$ cat src/rtl/cfgb_pkg.sv
package cfgb_pkg;

    typedef enum logic [1:0] {
        ST_IDLE = 2'd0,
        ST_WAIT = 2'd1,
        ST_RESP = 2'd2
    } cfgb_state_e;

    typedef struct packed {
        logic [7:0] bus;
        logic [4:0] dev;
        logic [2:0] fn;
        logic [5:0] dw;
    } cfg_sel_t;

    localparam int          WORD_W     = 32;
    localparam logic [31:0] SEL_KEEP   = 32'h80FF_FFFC;
    localparam logic [31:0] FLOAT_WORD = 32'hFFFF_FFFF;

endpackage

$ cat src/rtl/cfgb_addr_latch.sv
module cfgb_addr_latch
    import cfgb_pkg::*;
(
    input  logic              clk,
    input  logic              rst_n,
    input  logic              wr_en,
    input  logic [WORD_W-1:0] wdata,
    output logic [WORD_W-1:0] q,
    output logic              en,
    output cfg_sel_t          sel
);

    always_ff @(posedge clk or negedge rst_n) begin
        if (!rst_n)
            q <= '0;
        else if (wr_en)
            q <= wdata & SEL_KEEP;
    end

    assign en      = q[31];
    assign sel.bus = q[23:16];
    assign sel.dev = q[15:11];
    assign sel.fn  = q[10:8];
    assign sel.dw  = q[7:2];

endmodule

$ cat src/rtl/cfgb_timeout.sv
module cfgb_timeout #(
    parameter int TIMEOUT = 16
) (
    input  logic clk,
    input  logic rst_n,
    input  logic run,
    output logic hit
);

    localparam int CW = $clog2(TIMEOUT + 1);

    logic [CW-1:0] cnt;

    always_ff @(posedge clk or negedge rst_n) begin
        if (!rst_n)
            cnt <= '0;
        else if (!run)
            cnt <= '0;
        else if (!hit)
            cnt <= cnt + 1'b1;
    end

    assign hit = run && (cnt == CW'(TIMEOUT - 1));

endmodule

$ cat src/rtl/cfgb_ctrl.sv
module cfgb_ctrl
    import cfgb_pkg::*;
(
    input  logic              clk,
    input  logic              rst_n,
    input  logic              acc,
    input  logic              is_addr,
    input  logic              is_wr,
    input  logic              en,
    input  logic [WORD_W-1:0] sel_q,
    input  logic [WORD_W-1:0] h_wdata,
    input  logic              c_ack,
    input  logic [WORD_W-1:0] c_rdata,
    input  logic              tmo_hit,
    output logic              latch_wr,
    output logic              h_ready,
    output logic [WORD_W-1:0] h_rdata,
    output logic              c_req,
    output logic              c_we,
    output logic [WORD_W-1:0] c_wdata
);

    cfgb_state_e st, nxt;

    always_ff @(posedge clk or negedge rst_n) begin
        if (!rst_n)
            st <= ST_IDLE;
        else
            st <= nxt;
    end

    always_comb begin
        nxt = st;
        unique case (st)
            ST_IDLE: begin
                if (acc) begin
                    if (!is_addr && en)
                        nxt = ST_WAIT;   // issue
                    else
                        nxt = ST_RESP;   // local
                end
            end
            ST_WAIT: begin
                if (c_ack || tmo_hit)
                    nxt = ST_RESP;       // acked / expired
            end
            ST_RESP: nxt = ST_IDLE;      // release
            default: nxt = ST_IDLE;
        endcase
    end

    assign h_ready  = (st == ST_RESP);
    assign c_req    = (st == ST_WAIT);
    assign latch_wr = (st == ST_IDLE) && acc && is_addr && is_wr;

    always_ff @(posedge clk or negedge rst_n) begin
        if (!rst_n) begin
            h_rdata <= '0;
            c_we    <= 1'b0;
            c_wdata <= '0;
        end else begin
            unique case (st)
                ST_IDLE: begin
                    if (acc) begin
                        c_we    <= is_wr;
                        c_wdata <= h_wdata;
                        if (!is_wr) begin
                            if (is_addr)
                                h_rdata <= sel_q;
                            else if (!en)
                                h_rdata <= FLOAT_WORD;
                        end
                    end
                end
                ST_WAIT: begin
                    if (!c_we) begin
                        if (c_ack)
                            h_rdata <= c_rdata;
                        else if (tmo_hit)
                            h_rdata <= FLOAT_WORD;
                    end
                end
                ST_RESP: ;
                default: ;
            endcase
        end
    end

    assert_ready_pulse_R9: assert property (@(posedge clk) disable iff (!rst_n)
        h_ready |=> !h_ready);

    assert_no_req_in_resp_R9: assert property (@(posedge clk) disable iff (!rst_n)
        h_ready |-> !c_req);

endmodule

$ cat src/rtl/cfg_port_bridge.sv
module cfg_port_bridge
    import cfgb_pkg::*;
#(
    parameter int              AW        = 16,
    parameter logic [AW-1:0]   SEL_PORT  = 16'h0CF8,
    parameter logic [AW-1:0]   DATA_PORT = 16'h0CFC,
    parameter int              TIMEOUT   = 16
) (
    input  logic          clk,
    input  logic          rst_n,
    input  logic [AW-1:0] h_addr,
    input  logic          h_rd,
    input  logic          h_wr,
    input  logic [31:0]   h_wdata,
    output logic [31:0]   h_rdata,
    output logic          h_ready,
    output logic          h_claim,
    output logic          c_req,
    output logic [7:0]    c_bus,
    output logic [4:0]    c_dev,
    output logic [2:0]    c_fn,
    output logic [5:0]    c_dw,
    output logic          c_we,
    output logic [31:0]   c_wdata,
    input  logic [31:0]   c_rdata,
    input  logic          c_ack
);

    logic        hit_sel, hit_data, acc, is_wr;
    logic        latch_wr, sel_en, tmo_hit;
    logic [31:0] sel_q;
    cfg_sel_t    sel;

    assign hit_sel  = (h_addr == SEL_PORT);
    assign hit_data = (h_addr == DATA_PORT);
    assign acc      = (h_rd || h_wr) && (hit_sel || hit_data);
    assign is_wr    = h_wr && !h_rd;
    assign h_claim  = acc;

    cfgb_addr_latch u_latch (
        .clk   (clk),
        .rst_n (rst_n),
        .wr_en (latch_wr),
        .wdata (h_wdata),
        .q     (sel_q),
        .en    (sel_en),
        .sel   (sel)
    );

    cfgb_timeout #(.TIMEOUT(TIMEOUT)) u_tmo (
        .clk   (clk),
        .rst_n (rst_n),
        .run   (c_req && !c_ack),
        .hit   (tmo_hit)
    );

    cfgb_ctrl u_ctrl (
        .clk      (clk),
        .rst_n    (rst_n),
        .acc      (acc),
        .is_addr  (hit_sel),
        .is_wr    (is_wr),
        .en       (sel_en),
        .sel_q    (sel_q),
        .h_wdata  (h_wdata),
        .c_ack    (c_ack),
        .c_rdata  (c_rdata),
        .tmo_hit  (tmo_hit),
        .latch_wr (latch_wr),
        .h_ready  (h_ready),
        .h_rdata  (h_rdata),
        .c_req    (c_req),
        .c_we     (c_we),
        .c_wdata  (c_wdata)
    );

    assign c_bus = sel.bus;
    assign c_dev = sel.dev;
    assign c_fn  = sel.fn;
    assign c_dw  = sel.dw;

    assert_req_enabled_R6: assert property (@(posedge clk) disable iff (!rst_n)
        c_req |-> sel_en);

    assert_ack_done_R4: assert property (@(posedge clk) disable iff (!rst_n)
        (c_req && c_ack) |=> (h_ready && !c_req));

    assert_timeout_exit_R7: assert property (@(posedge clk) disable iff (!rst_n)
        (c_req && tmo_hit) |=> (h_ready && !c_req));

    assert_req_hold_R9: assert property (@(posedge clk) disable iff (!rst_n)
        (c_req && !c_ack && !tmo_hit) |=>
            (c_req && $stable({c_bus, c_dev, c_fn, c_dw, c_we, c_wdata})));

endmodule

$ cat config.mk
export PLATFORM = sky130hd
export DESIGN_NAME = cfg_port_bridge
export DESIGN_NICKNAME = d
export VERILOG_FILES = /design/src/rtl/cfgb_pkg.sv /design/src/rtl/cfgb_addr_latch.sv /design/src/rtl/cfgb_timeout.sv /design/src/rtl/cfgb_ctrl.sv /design/src/rtl/cfg_port_bridge.sv
export SDC_FILE = /design/constraint.sdc
export NUM_CORES = 1
export LEC_CHECK = 0
export BUFFER_PORTS_ARGS = -buffer_cell sky130_fd_sc_hd__buf_2
export CAP_MARGIN = 20
export CORE_MARGIN = 1.5
export CORE_UTILIZATION = 37
export CTS_CLUSTER_SIZE = 20
export DETAILED_ROUTE_END_ITERATION = 12
export PLACE_DENSITY = 0.62
export SYNTH_ARGS = -nofsm -noshare
export SYNTH_HDL_FRONTEND = slang
export SYNTH_SLANG_ARGS = --single-unit
$ cat constraint.sdc
create_clock -name clk -period 3.5 [get_ports clk]
set_input_delay 0.175 -clock clk [delete_from_list [all_inputs] [get_ports clk]]
set_output_delay 0.175 -clock clk [all_outputs]
set_load 0.05 [all_outputs]
# Yosys cells after proc, flatten, opt, wreduce, memory -nomap -nowiden
# Cells that the tools add are included.
# word_totals
elab_cells	52
regBits	95
inputBits	85
output_inout_bits	90
# op_classes
muxes	14
reduce_logical	19
addsub	1
eq_ne	12
# ops
op	n
two-way mux 32 bit	7
case mux 32 bit (2 select lines)	1
== test 16 x 12 -> 1 bit (second input constant)	2
two-way mux 5 bit	2
logical AND 1 bit	8
two-way mux 2 bit	3
!= test 2 bit (second input constant)	3
AND reduction 6 bit	1
adder 5 x 1 -> 5 bit (second input constant)	1
== test 5 x 4 -> 1 bit (second input constant)	1
!= test 2 x 1 -> 1 bit (second input constant)	2
case mux 2 bit (2 select lines)	1
AND reduction 2 bit	2
zero test 1 bit	3
logical OR 1 bit	3
!= test 3 x 1 -> 1 bit (second input constant)	1
!= test 3 bit (second input constant)	1
== test 2 x 1 -> 1 bit (second input constant)	1
== test 2 bit (second input constant)	1
zero test 2 bit	1
nonzero test 2 bit	1

# Longest topological paths before layout
# depth
word_depth	7
depth_mapped	10
mapped_depth_nobuf	8

# By module
# A second synthesis with hierarchy kept.
# hier_totals
cells_unflattened	383
area_unflattened_um2	4759.6
# by_module_without_submodules
mod	seq_area_each_um2	area_per_inst_um2	cells_per_inst	instances
cfgb_ctrl	1676.6	3293.2	268	1
cfgb_addr_latch	575.6	1101.1	81	1
cfgb_timeout	125.1	284.0	24	1
cfg_port_bridge	0.0	81.3	10	1

# Worst setup path before layout
# OpenSTA, ideal clock, no wires.
# synth_path
path_kind	register to register
from	reg u_tmo.cnt[0]
to	reg u_ctrl.h_rdata[0]
t_arrival_ns	2.302
setup_time_ns	0.135
stages_incl_launch_ff	11
t_required_ns	3.365
path_buffers	3
slack_ns	1.064
synth_period_minus_slack_ns	2.436
cell_sequence	dfrtp_1 ha_1 and3_1 ha_1 clkbuf_1 nor3b_1 nor4_1 a21oi_1 clkbuf_1 clkbuf_1 o31ai_1
# synth_via
elab_chain_cells	4
# synth_rtl
item	line_no	source
from (decl)	cfgb_timeout.sv:12	logic [CW-1:0] cnt;
from (signal assigned)	cfgb_timeout.sv:20	cnt <= cnt + 1'b1;
== test 5 x 4 -> 1 bit	cfgb_timeout.sv:23	assign hit = run && (cnt == CW'(TIMEOUT - 1));
logical AND 1 bit	cfgb_timeout.sv:23	
!= test 3 x 1 -> 1 bit (no source line)	n/a	
AND reduction 6 bit (no source line)	n/a	
to (signal assigned)	cfgb_ctrl.sv:69	h_rdata <= sel_q;
to (signal assigned)	cfgb_ctrl.sv:78	h_rdata <= c_rdata;
to (decl)	cfgb_ctrl.sv:17	output logic [WORD_W-1:0] h_rdata,
# Every way passes these cells.
# A chain may end at the register's enable or synchronous reset.

# Worst setup path after layout
# layout_path
from	reg u_tmo.cnt[0]
to	reg u_ctrl.h_rdata[12]
# Same word-level chain as after synthesis.

==> flow_metrics.env <==
export IMPL_synth_cells=333
export IMPL_ioPinCount=175
export IMPL_status="finished, final reports clean"
export IMPL_routed_via_density=5.110
export IMPL_synth_compound_area_share_pct=12.52
export IMPL_preCtsSetupSlack_ns=0.8406
export IMPL_max_stage_delay_ns=0.52
export IMPL_path_max_fanout=8
export IMPL_slew_viol_final=0
export IMPL_slowest_stage="nor2_1"
export IMPL_whs_ns=0.06974
export IMPL_h_tree_depth=3
export IMPL_ys_seq_area_share_pct=56.65
export IMPL_worst_pin_slew_ns=0.9290
export IMPL_syn_area_mm2=0.004197
export IMPL_slew_headroom_pct=37.92
export IMPL_cp_required_ns=3.72
export IMPL_fmax_ghz=0.3760
export IMPL_finalCriticalPeriod_ns=2.660
export IMPL_start_kind="flop"
export IMPL_die_area_mm2=0.01199
export IMPL_synthMuxAreaShare_pct=18.93
export IMPL_die_height_um=109.5
export IMPL_num_vias=3296
export IMPL_track_usage_pct=18.42
export IMPL_ff2ff_path_depth=8
export IMPL_arrival_ns=2.88
export IMPL_drc=0
export IMPL_finalSetupViolations=0
export IMPL_cts_buffers=9
export IMPL_p_leak_nw=3.074
export IMPL_end_kind="flop"
export IMPL_crit_top_cell="ha_1"
export IMPL_num_antenna_cells=0
export IMPL_path_class="reg -> reg"
export IMPL_cts_resized=0
export IMPL_post_route_util_pct=50.47
export IMPL_tns_ns=0
export IMPL_power_density_mw_per_mm2=396.3
export IMPL_insertion_delay_ns=0.33
export IMPL_antenna_found_initial=0
export IMPL_grt_pass1_wl_um=16770
export IMPL_max_cap_viol_count=0
export IMPL_cts_buffer_depth=2
export IMPL_finalPower_mw=2.187
export IMPL_synth_avg_cell_area_um2=12.60
export IMPL_critical_path_depth=8
export IMPL_post_route_cells_drive_above_1_share_pct=52.08
export IMPL_fp_dieW_um=109.5
export IMPL_drtPass1Iterations=4
export IMPL_detail_route_antenna_nets=0
export IMPL_worstPathCellList="ha_1, and3_1, ha_1, nor3b_1, nor4_1, a21oi_4, nor2_1, mux2_2"
export IMPL_start_util_pct=38.38
export IMPL_drt_iter0_drc=117
export IMPL_hp_class="in -> reg"
export IMPL_rows=38
export IMPL_synth_cell_types=34
export IMPL_rsz0062_at_grt="no"
export IMPL_place_gp_congestion=0.7822
export IMPL_synth_nets=420
export IMPL_clk_pin_slew_ns=0.07
export IMPL_cts_root_buf="clkbuf_16"
export IMPL_cts_tree="yes"
export IMPL_grt_max_degree=68
export IMPL_setup_ws_ns=0.8401
export IMPL_area_growth_pct=31.51
export IMPL_path_delay_family="simple AND/OR/NAND/NOR gates"
export IMPL_finish_net_count=587
export IMPL_synthArstFlopShare_pct=100.0
export IMPL_grt_pass1_vias=3277
export IMPL_cts_sinks=95
export IMPL_ys_warn_count=0
export IMPL_drt_total_wl_um=10700
export IMPL_ys_flop_type="dfrtp_1"
export IMPL_path_buf_inv=0
export IMPL_fin_skew_ns=0.008319
export IMPL_core_area_mm2=0.01094
export IMPL_period_share_pct=76.00
export IMPL_ys_ff_latch=95
export IMPL_numPortBuffers=174
export IMPL_synth_fa_ha_area_share_pct=0.5963
export IMPL_synth_edf_count=0
export IMPL_whs_path_depth=2
export IMPL_hpwl_um=7563
export IMPL_synth_simple_gate_area_share_pct=7.782
export IMPL_synth_top_family_by_area="multiplexers"
export IMPL_hold_viol=0
export IMPL_cts_setup_buffers=0
export IMPL_wl_per_cell_um=16.59
export IMPL_synthXorXnorAreaFrac_pct=0.6261
export IMPL_globalRouteOverflowTotal=0
export IMPL_ir_worst_vdd_mv=0.1858
[worst register-to-register path, stage by stage (launching register included)]
cell and delay [ns]:
dfrtp_1 0.39, ha_1 0.17, and3_1 0.16, ha_1 0.31
nor3b_1 0.11, nor4_1 0.38, a21oi_4 0.10, nor2_1 0.52
mux2_2 0.41
[area by class of cell]
type	instances	area [µm²]
Multi-Input combinational cell	211	1722
Clock inverter	4	52.55
Timing Repair Buffer	181	928.4
Fill cell	1033	5416
Sequential cell	95	2377
Inverter	2	7.507
Tap cell	140	175.2
Clock buffer	12	256.5
[synth_stat cells (all sizes together), types with 2 or more instances]
cell / instances / area share (%)
nor3b: 2 / 0.36
o31ai: 24 / 4.3
nand4: 2 / 0.30
nor4bb: 2 / 0.48
nand2: 11 / 0.98
inv: 2 / 0.18
nor4b: 2 / 0.57
nor2: 11 / 0.98
ha: 2 / 0.60
a21oi: 4 / 0.48
nor2b: 5 / 0.75
xor2: 2 / 0.42
mux2: 63 / 19
o21ai: 42 / 5.0
nand3b: 9 / 1.6
nor3: 2 / 0.24
nand2b: 2 / 0.30
and3: 2 / 0.30
clkbuf: 21 / 1.9
dfrtp: 95 / 57
o22ai: 16 / 2.4
buf: 4 / 0.83
[kinds of logic (layout without fill, tap and decap cells)]
kind of cell / after synthesis / after routing
muxes: 64 / 64
AOI/OAI and AO/OA: 88 / 88
DFF: 95 / 95
and+or+nand+nor: 54 / 54
buffers and inverters: 27 / 199
xor gates and xnor gates: 3 / 3
adders and majority gates: 2 / 2
[worst paths after layout]
kind,from,endpoint,slack (ns)
worst max-delay path,u_tmo.cnt[0],u_ctrl.h_rdata[12],0.84
worst min-delay path,h_wdata[0],u_ctrl.c_wdata[0],0.07
worst max register to register,u_tmo.cnt[0],u_ctrl.h_rdata[12],0.84
worst min register to register,u_ctrl.c_wdata[10],u_ctrl.c_wdata[10],0.50
max in group asynchronous,rst_n,u_ctrl.h_rdata[27],2.09
min in group asynchronous,rst_n,u_ctrl.c_wdata[28],0.51
[cells in the final DEF, fill, tap and decap left out, types with 2 or more instances in the layout]
master     instances
buf_2            173
dfrtp_1           95
mux2_2            43
o21ai_0           42
o31ai_1           24
mux2_4            20
o22ai_1           16
nor2_1            11
nand2_1           11
nand3b_1           9
clkbuf_16          9
buf_4              7
nor2b_1            5
inv_1              2
nand4_1            2
nor4bb_1           2
nor3_1             2
and3_1             2
nand2b_1           2
nor3b_1            2
a21oi_4            2
a21oi_1            2
xor2_1             2
ha_1               2
clkbuf_8           2
[through the flow]
stage	area, µm²	std cells
2_1_floorplan	4197	333
3_3_place_gp	5200	628
3_5_place_dp	5200	628
4_1_cts	5519	645
5_1_grt	5519	645
6_report	5519	645
[layer usage]
| metal | share of wire (%) | vias up | global-route usage [%] |
|---|---|---|---|
| met5 | 0 | - | 0 |
| met1 | 43 | 1620 | 23.93 |
| met3 | 6.1 | 15 | 3.734 |
| met2 | 49 | 106 | 30.43 |
| li1 | - | 1555 | - |
| met4 | 1.8 | 0 | 6.679 |
[flip-flops by register name (all words and copies together), names as in the netlist]
| register | count |
|---|---|
| u_ctrl.c_wdata | 32 |
| u_ctrl.h_rdata | 32 |
| u_latch.q | 23 |
| u_tmo.cnt | 5 |
| u_ctrl.st | 2 |
| u_ctrl.c_we | 1 |
[where the power goes]
| group | internal [mW] | switching [mW] |
|---|---|---|
| Sequential | 1.10 | 0.000412 |
| Clock | 0.596 | 0.404 |
| Combinational | 0.0407 | 0.0481 |
| Total | 1.73 | 0.453 |
[repair_timing]
action                     in CTS  in global routing
setup endpoints to repair       0                  0
hold endpoints to repair       66                  0
hold buffers                    1                  0
No activity file was read; power rests on OpenSTA's default activity.
